File: config.mk
export PLATFORM = sky130hd
export DESIGN_NAME = ofs_exec_unit
export DESIGN_NICKNAME = d
export VERILOG_FILES = /design/src/rtl/ofs_exec_pkg.sv /design/src/rtl/ofs_exec_decode.sv /design/src/rtl/ofs_exec_agu.sv /design/src/rtl/ofs_exec_alu.sv /design/src/rtl/ofs_exec_unit.sv
export SDC_FILE = /design/constraint.sdc
export NUM_CORES = 1
export LEC_CHECK = 0
export BUFFER_PORTS_ARGS = -buffer_cell sky130_fd_sc_hd__buf_4
export CORE_MARGIN = 3
export CORE_UTILIZATION = 40
export CTS_BUF_LIST = sky130_fd_sc_hd__clkbuf_4 sky130_fd_sc_hd__clkbuf_8 sky130_fd_sc_hd__clkbuf_16
export DETAILED_ROUTE_END_ITERATION = 8
export HOLD_SLACK_MARGIN = 0.1
export PLACE_DENSITY_LB_ADDON = 0.15
export SYNTH_ARGS = -nofsm -noshare
export SYNTH_HDL_FRONTEND = slang
export SYNTH_HIERARCHICAL = 1
export SYNTH_SLANG_ARGS = --single-unit
File: constraint.sdc
create_clock -name clk -period 2.3 [get_ports clk]
set_input_delay 0.46 -clock clk [delete_from_list [all_inputs] [get_ports clk]]
set_output_delay 0.46 -clock clk [all_outputs]
set_load 0.03 [all_outputs]
File: src/rtl/ofs_exec_pkg.sv
package ofs_exec_pkg;
  localparam int IW = 16;
  localparam int FW = 5;

  typedef enum logic [2:0] {PH_IDLE, PH_Q1, PH_Q2, PH_Q3, PH_Q4} phase_t;
  typedef enum logic [1:0] {OP_NONE, OP_ADD, OP_BSET, OP_FILL} op_t;

  // status layout: bit4 N, bit3 OV, bit2 Z, bit1 DC, bit0 C
  typedef struct packed {
    logic n;
    logic ov;
    logic z;
    logic dc;
    logic c;
  } flags_t;
endpackage

File: src/rtl/ofs_exec_decode.sv
module ofs_exec_decode
  import ofs_exec_pkg::*;
#(
  parameter int KW   = 8,
  parameter int KMAX = 95,
  parameter int BW   = 3
) (
  input  logic [IW-1:0] ir,
  output op_t           op,
  output logic          dst_mem,
  output logic [BW-1:0] bsel,
  output logic [KW-1:0] k,
  output logic          legal
);
  always_comb begin
    op = OP_NONE;
    if (ir[15:10] == 6'b001001 && !ir[8])
      op = OP_ADD;
    else if (ir[15:12] == 4'b1000 && !ir[8])
      op = OP_BSET;
    else if (ir[15:8] == 8'h68)
      op = OP_FILL;
  end

  assign dst_mem = ir[9];
  assign bsel    = ir[9 +: BW];
  assign k       = ir[KW-1:0];
  assign legal   = (op != OP_NONE) && (k <= KW'(KMAX));
endmodule

File: src/rtl/ofs_exec_agu.sv
module ofs_exec_agu #(
  parameter int AW = 12,
  parameter int KW = 8
) (
  input  logic [AW-1:0] ptr,
  input  logic [KW-1:0] k,
  output logic [AW-1:0] ea
);
  // natural wrap at 2**AW
  assign ea = ptr + {{(AW-KW){1'b0}}, k};
endmodule

File: src/rtl/ofs_exec_alu.sv
module ofs_exec_alu
  import ofs_exec_pkg::*;
#(
  parameter int DW = 8,
  parameter int BW = 3
) (
  input  op_t           op,
  input  logic [DW-1:0] w,
  input  logic [DW-1:0] rd,
  input  logic [BW-1:0] bsel,
  output logic [DW-1:0] res,
  output flags_t        fl
);
  localparam int HALF = DW / 2;

  logic [DW:0]     sum;
  logic [HALF:0]   lo;
  logic [DW-1:0]   mask;

  assign sum  = {1'b0, w} + {1'b0, rd};
  assign lo   = {1'b0, w[HALF-1:0]} + {1'b0, rd[HALF-1:0]};
  assign mask = {{(DW-1){1'b0}}, 1'b1} << bsel;

  always_comb begin
    case (op)
      OP_ADD:  res = sum[DW-1:0];
      OP_BSET: res = rd | mask;
      OP_FILL: res = '1;
      default: res = rd;
    endcase
  end

  assign fl.c  = sum[DW];
  assign fl.dc = lo[HALF];
  assign fl.z  = (sum[DW-1:0] == '0);
  assign fl.n  = sum[DW-1];
  assign fl.ov = (w[DW-1] == rd[DW-1]) && (sum[DW-1] != w[DW-1]);
endmodule

File: src/rtl/ofs_exec_unit.sv
module ofs_exec_unit
  import ofs_exec_pkg::*;
#(
  parameter int DW   = 8,
  parameter int AW   = 12,
  parameter int KW   = 8,
  parameter int KMAX = 95
) (
  input  logic          clk,
  input  logic          rst,
  input  logic          start,
  input  logic [IW-1:0] instr,
  input  logic          w_load,
  input  logic [DW-1:0] w_din,
  input  logic          ptr_load,
  input  logic [AW-1:0] ptr_din,
  output logic [AW-1:0] mem_addr,
  output logic          mem_we,
  output logic [DW-1:0] mem_wdata,
  input  logic [DW-1:0] mem_rdata,
  output logic [DW-1:0] w_out,
  output logic [AW-1:0] ptr_out,
  output logic [FW-1:0] status_out,
  output logic          busy,
  output logic          done,
  output logic          illegal
);
  localparam int BW = $clog2(DW);

  phase_t        phase;
  logic [IW-1:0] ir;
  logic [DW-1:0] w_q, res_q, wd_q, alu_res;
  logic [AW-1:0] ptr_q, addr_q, ea;
  flags_t        st_q, fl_q, alu_fl;
  logic          done_q, ill_q, we_q;

  op_t           op;
  logic          dst_mem, legal;
  logic [BW-1:0] bsel;
  logic [KW-1:0] k;

  ofs_exec_decode #(.KW(KW), .KMAX(KMAX), .BW(BW)) u_dec (
    .ir(ir), .op(op), .dst_mem(dst_mem), .bsel(bsel), .k(k), .legal(legal)
  );

  ofs_exec_agu #(.AW(AW), .KW(KW)) u_agu (
    .ptr(ptr_q), .k(k), .ea(ea)
  );

  ofs_exec_alu #(.DW(DW), .BW(BW)) u_alu (
    .op(op), .w(w_q), .rd(mem_rdata), .bsel(bsel), .res(alu_res), .fl(alu_fl)
  );

  always_ff @(posedge clk) begin
    if (rst) begin
      phase  <= PH_IDLE;
      ir     <= '0;
      w_q    <= '0;
      ptr_q  <= '0;
      st_q   <= '0;
      fl_q   <= '0;
      res_q  <= '0;
      wd_q   <= '0;
      addr_q <= '0;
      done_q <= 1'b0;
      ill_q  <= 1'b0;
      we_q   <= 1'b0;
    end else begin
      done_q <= 1'b0;
      ill_q  <= 1'b0;
      we_q   <= 1'b0;
      case (phase)
        PH_IDLE: begin
          if (w_load)   w_q   <= w_din;
          if (ptr_load) ptr_q <= ptr_din;
          if (start) begin
            ir    <= instr;
            phase <= PH_Q1;
          end
        end
        PH_Q1: begin
          if (!legal) begin
            ill_q  <= 1'b1;
            done_q <= 1'b1;
            phase  <= PH_IDLE;
          end else begin
            addr_q <= ea;
            phase  <= PH_Q2;
          end
        end
        PH_Q2: phase <= PH_Q3;
        PH_Q3: begin
          res_q <= alu_res;
          fl_q  <= alu_fl;
          if (op != OP_ADD || dst_mem) begin
            we_q <= 1'b1;
            wd_q <= alu_res;
          end
          phase <= PH_Q4;
        end
        PH_Q4: begin
          if (op == OP_ADD) begin
            st_q <= fl_q;
            if (!dst_mem) w_q <= res_q;
          end
          done_q <= 1'b1;
          phase  <= PH_IDLE;
        end
        default: phase <= PH_IDLE;
      endcase
    end
  end

  assign mem_addr   = addr_q;
  assign mem_we     = we_q;
  assign mem_wdata  = wd_q;
  assign w_out      = w_q;
  assign ptr_out    = ptr_q;
  assign status_out = st_q;
  assign busy       = (phase != PH_IDLE);
  assign done       = done_q;
  assign illegal    = ill_q;
endmodule

### After elaboration in Yosys (flattened, before gate mapping)

Cells that the tools add are included.

| storage, ports and cells | value |
|---|---|
| output and inout port bits | 49 |
| bits of input ports | 49 |
| logic and storage cells | 78 |
| register bits | 80 |

| operators by class | value |
|---|---|
| eq/ne operators | 17 |
| bitwise gates (word level) | 3 |
| magnitude comparators | 1 |
| add/sub/neg operators | 3 |
| mux-type cells | 14 |
| shifts and indexed selects | 1 |
| reductions and logical operators | 19 |

Operators with widths:

| cell | count |
|---|---|
| $mux 8 | 3 |
| $pmux 8 s3 | 1 |
| $pmux 8 s2 | 1 |
| $add 12x8->12 | 1 |
| $pmux 3 s4 | 1 |
| $reduce_and 2->1 | 5 |
| $add 8x8->9 | 1 |
| $eq 8x7->1 const B | 1 |
| $le 8x7->1 const B | 1 |
| $logic_not 8->1 | 1 |
| $mux 2 | 4 |
| $ne 2x2->1 const B | 4 |
| $or 8x8->8 | 1 |
| $shl 1x3->8 const A | 1 |
| $eq 3x2->1 const B | 2 |
| $eq 6x4->1 const B | 1 |
| $add 4x4->5 | 1 |
| $eq 2x2->1 const B | 2 |
| $eq 4x4->1 const B | 1 |
| $logic_and 1x1->1 | 4 |
| $reduce_and 4->1 | 1 |
| $reduce_bool 2->1 | 2 |
| $reduce_or 2->1 | 2 |
| $eq 3x1->1 const B | 1 |
| 13 further kinds | 15 |

### Logic depth before layout (Yosys ltp)

| depth | value |
|---|---|
| depth in word-level cells | 8 |
| depth in mapped cells | 9 |
| mapped depth without buffers | 9 |

### By module

The synthesis kept the hierarchy.

Modules (own cells, without submodules):

| module | instances | sequential area each (µm²) | area an instance (µm²) | cells each |
|---|---|---|---|---|
| ofs_exec_unit | 1 | 1601.5 | 3054.2 | 368 |
| ofs_exec_alu | 1 | 0.0 | 529.3 | 74 |
| ofs_exec_agu | 1 | 0.0 | 410.4 | 52 |
| ofs_exec_decode | 1 | 0.0 | 186.4 | 24 |

### Worst setup path after synthesis

Ideal clock, no wire load.

| timing path | value |
|---|---|
| path type | register to register |
| from | register w_q[0], in the netlist w_out[0] |
| to | register fl_q[2] (netlist name) |
| slack | 0.129 ns |
| arrival | 2.100 ns |
| path buffers | 0 |
| cell stages (with the launch flop) | 10 |
| required time | 2.230 ns |
| period minus slack after synthesis | 2.171 ns |
| setup time | 0.070 ns |
| path through | dfxtp_1 -> ha_1 -> fa_1 -> a211oi_2 -> nor2_1 -> xor2_1 -> nor4_1 -> and3_1 -> nand2_1 -> a21oi_1 |

RTL lines:

| element | line | RTL |
|---|---|---|
| start: declaration | ofs_exec_unit.sv:32 | `logic [DW-1:0] w_q, res_q, wd_q, alu_res;` |
| start signal: assignment | ofs_exec_unit.sv:74 | `if (w_load) w_q <= w_din;` |
| start signal: assignment | ofs_exec_unit.sv:104 | `if (!dst_mem) w_q <= res_q;` |
| end signal: assignment | ofs_exec_unit.sv:94 | `fl_q <= alu_fl;` |
| end: declaration | ofs_exec_unit.sv:34 | `flags_t st_q, fl_q, alu_fl;` |

==> out/results.txt <==
register area share after synthesis: 38.31%
unrepaired setup endpoints after global routing: false
Top Usage Layer GRT: met2
CTS tree: yes
Die H: 108.2 um
Clock Tree Buf Depth: 2
Syn Area/Cell: 8.070 um^2
CTS H-tree depth: 3
drt drc: 0
DRT iter0 DRCs: 262
number of buffers created by CTS: 9
Port Buffers: 97
Max FO, Critical Path: 2
Total GRT Usage: 19.24%
Finished Cell Area: 5246 um^2
yosys warns: 6
nature of the critical path endpoint: flip-flop
Syn Inst Count: 518
Crit Path Class: flip-flop to flip-flop
critical path arrival: 2.42 ns
clock root buffer: clkbuf_8
Leakage: 2.170 nW
Crit path largest cell delay: 0.36 ns
Tcrit/Tclk final: 92.90%
Clock Skew: 0.008974 ns
status: finished, final reports clean
Die ar.: 11710 um^2
#FFs+latches synth: 80
DP Area: 5012 um^2
DP Cell Count: 728
grt ovf: 0
initial antenna violation count: 0
Final Hold Viols: 0
hold crit path type: input pin to flip-flop
Setup-failing EPs final: 0
row cnt: 36
worst path cell trace: ha_1 -> fa_2 -> a211oi_2 -> nor2_1 -> xor2_1 -> nor4_2 -> and3_1 -> nand2_1 -> a21oi_1
area of the core: 9955 um^2
worst skew pair latency: 0.34 ns
clk sink count: 80
Worst-Margin Slew: 1.018 ns
Initial Utilization: 41.99%
largest net degree at the start of global routing: 53
met1 global-route usage: 27.38%
total chip power: 3.200 mW
Synth top area share: 38.31%
EDFF count, synth: 0
vias per cell: 5.279
drt pass-1 iters: 7
Max-Cap Viols: 0
vias in the first global route: 3608
Post-DRT Antenna Nets: 0
Area growth syn-to-layout: 25.50%
ys async rst share: 0%
Clock transition at path regs: 0.08 ns
Crit-path slowest cell: fa_2
Final HPWL DP: 8.387 mm
Unique masters post-synth: 53
fin crit period: 2.137 ns
Most used DFF post-synth: dfxtp_1
hold bufs inserted after CTS: 0
Layout Nets: 673
met3 Use GR: 3.284%
Worst Path Required: 2.58 ns
element type at the critical path start: flip-flop
synthesized net count: 585
Vias: 3922
met2 Use GR: 29.31%
Yosys top cell by area: dfxtp_1
Slew Viols, Final: 0
I/O Pins: 98
Cell Area, Synth: 4180 um^2
Cell Count, Final, Fillers Out: 743
Relative slew margins: 31.95%
routed wire length per instance: 14.85 um
share of cells above drive strength 1: 26.23%
GPL Wtd Cong: 0.8705
global-route wire length before repair: 18.11 mm
VDD IR-drop max: 0.3783 mV
Area contributors post-synth: dfxtp_1 38%, nand2_1 12%, a21oi_1 9.8%
ant diodes: 0
pwr/cell area: 610.0 nW/um^2
die span in x: 108.2 um
wirelength, routed: 11.04 mm
f_max: 468.0 MHz
-- layout by cell type, fill, tap and decap left out, types with 4 or more instances in the layout --
master,instances
nand2_1,129
clkbuf_8,9
nor2b_1,5
buf_4,118
nor3_1,7
ha_1,16
a211oi_1,11
inv_1,4
nor2_1,20
nand3_1,17
o21ai_0,17
a311oi_1,10
xnor2_1,9
dfxtp_1,80
nand2b_1,6
a21oi_1,80
xor2_1,7
-- synthesized netlist by cell type, drive strengths merged, types with 3 or more instances --
master and n:
a211oi 13, a21o 4, a21oi 83, a311oi 10
buf 28, clkbuf 14, dfxtp 80, ha 16
inv 4, nand2 129, nand2b 6, nand3 19
nor2 20, nor2b 5, nor3 7, nor3b 4
nor4b 4, o21ai 19, o21bai 3, o32a 3
or3 3, xnor2 9, xor2 7
-- stage by stage --
step	hold WS (ns)	utilization, %	setup TNS [ns]	setup slack (ns)
floorplan	0.4366	-	0	0.1293
global placement	0.4459	50.35	-0.04524	-0.04524
detailed placement	0.4478	50.35	-0.2075	-0.1105
CTS	0.3385	52.50	0	0.07237
global route	0.3445	52.70	0	0.004056
finish	0.3512	52.70	0	0.1632
-- power by group --
group | internal (mW) | leakage [nW] | switching (mW) | total (mW)
Sequential | 1.43 | 0.651 | 0.0513 | 1.48
Clock | 0.643 | 0.107 | 0.485 | 1.13
Combinational | 0.257 | 1.41 | 0.332 | 0.589
-- per-layer routing --
layer	part of all wire (%)	wire length (um)
met1	47	5228
met2	45	4997
met3	5.1	567
met4	2.2	243
met5	0	0
-- critical path: cells and delay by family (launching register included) --
| family | cells | cell delay (ns) |
|---|---|---|
| xor+xnor | 1 | 0.17 |
| flops | 1 | 0.32 |
| fa+ha+maj | 2 | 0.60 |
| compound gates | 2 | 0.38 |
| simple gates | 4 | 0.61 |
-- registers in the layout (all words and copies together), names as in the netlist --
name / cells
mem_addr: 12
mem_we: 1
w_out: 8
ptr_out: 12
phase: 3
res_q: 8
ir: 16
status_out: 5
done: 1
mem_wdata: 8
fl_q: 5
illegal: 1
-- path summary, 6_finish.rpt --
path         slack [ns]        start           to  cells past startpoint
min                0.35   ptr_din[7]   ptr_out[7]                      3
max                0.16     w_out[0]      fl_q[2]                      9
max reg2reg        0.16     w_out[0]      fl_q[2]                      9
min reg2reg        0.46  mem_addr[2]  mem_addr[2]                      2
-- logic make-up (layout without fill, tap and decap cells) --
logic type	after synthesis	in the layout	share of synthesized area (%)
buffers and inverters	46	138	6.106
flip-flops	80	80	38.31
XOR/XNOR	16	16	3.352
AO/OA/AOI/OAI	143	143	21.13
AND/OR/NAND/NOR	215	215	25.35
adder cells (fa/ha/maj)	18	18	5.747
-- what timing repair did --
action,4_1_cts,5_1_grt
setup endpoints to repair,0,23
setup buffers,0,0
gates resized for setup,0,6
-- layout make-up --
| type | count | area, um^2 |
|---|---|---|
| Fill cell | 970 | 4708 |
| Sequential cell | 80 | 1602 |
| Timing Repair Buffer | 119 | 905.9 |
| Clock buffer | 12 | 146.4 |
| Clock inverter | 3 | 67.56 |
| Multi-Input combinational cell | 392 | 2344 |
| Inverter | 4 | 15.01 |
| Tap cell | 133 | 166.4 |
Note: power is estimated with default switching activity, not from simulation.
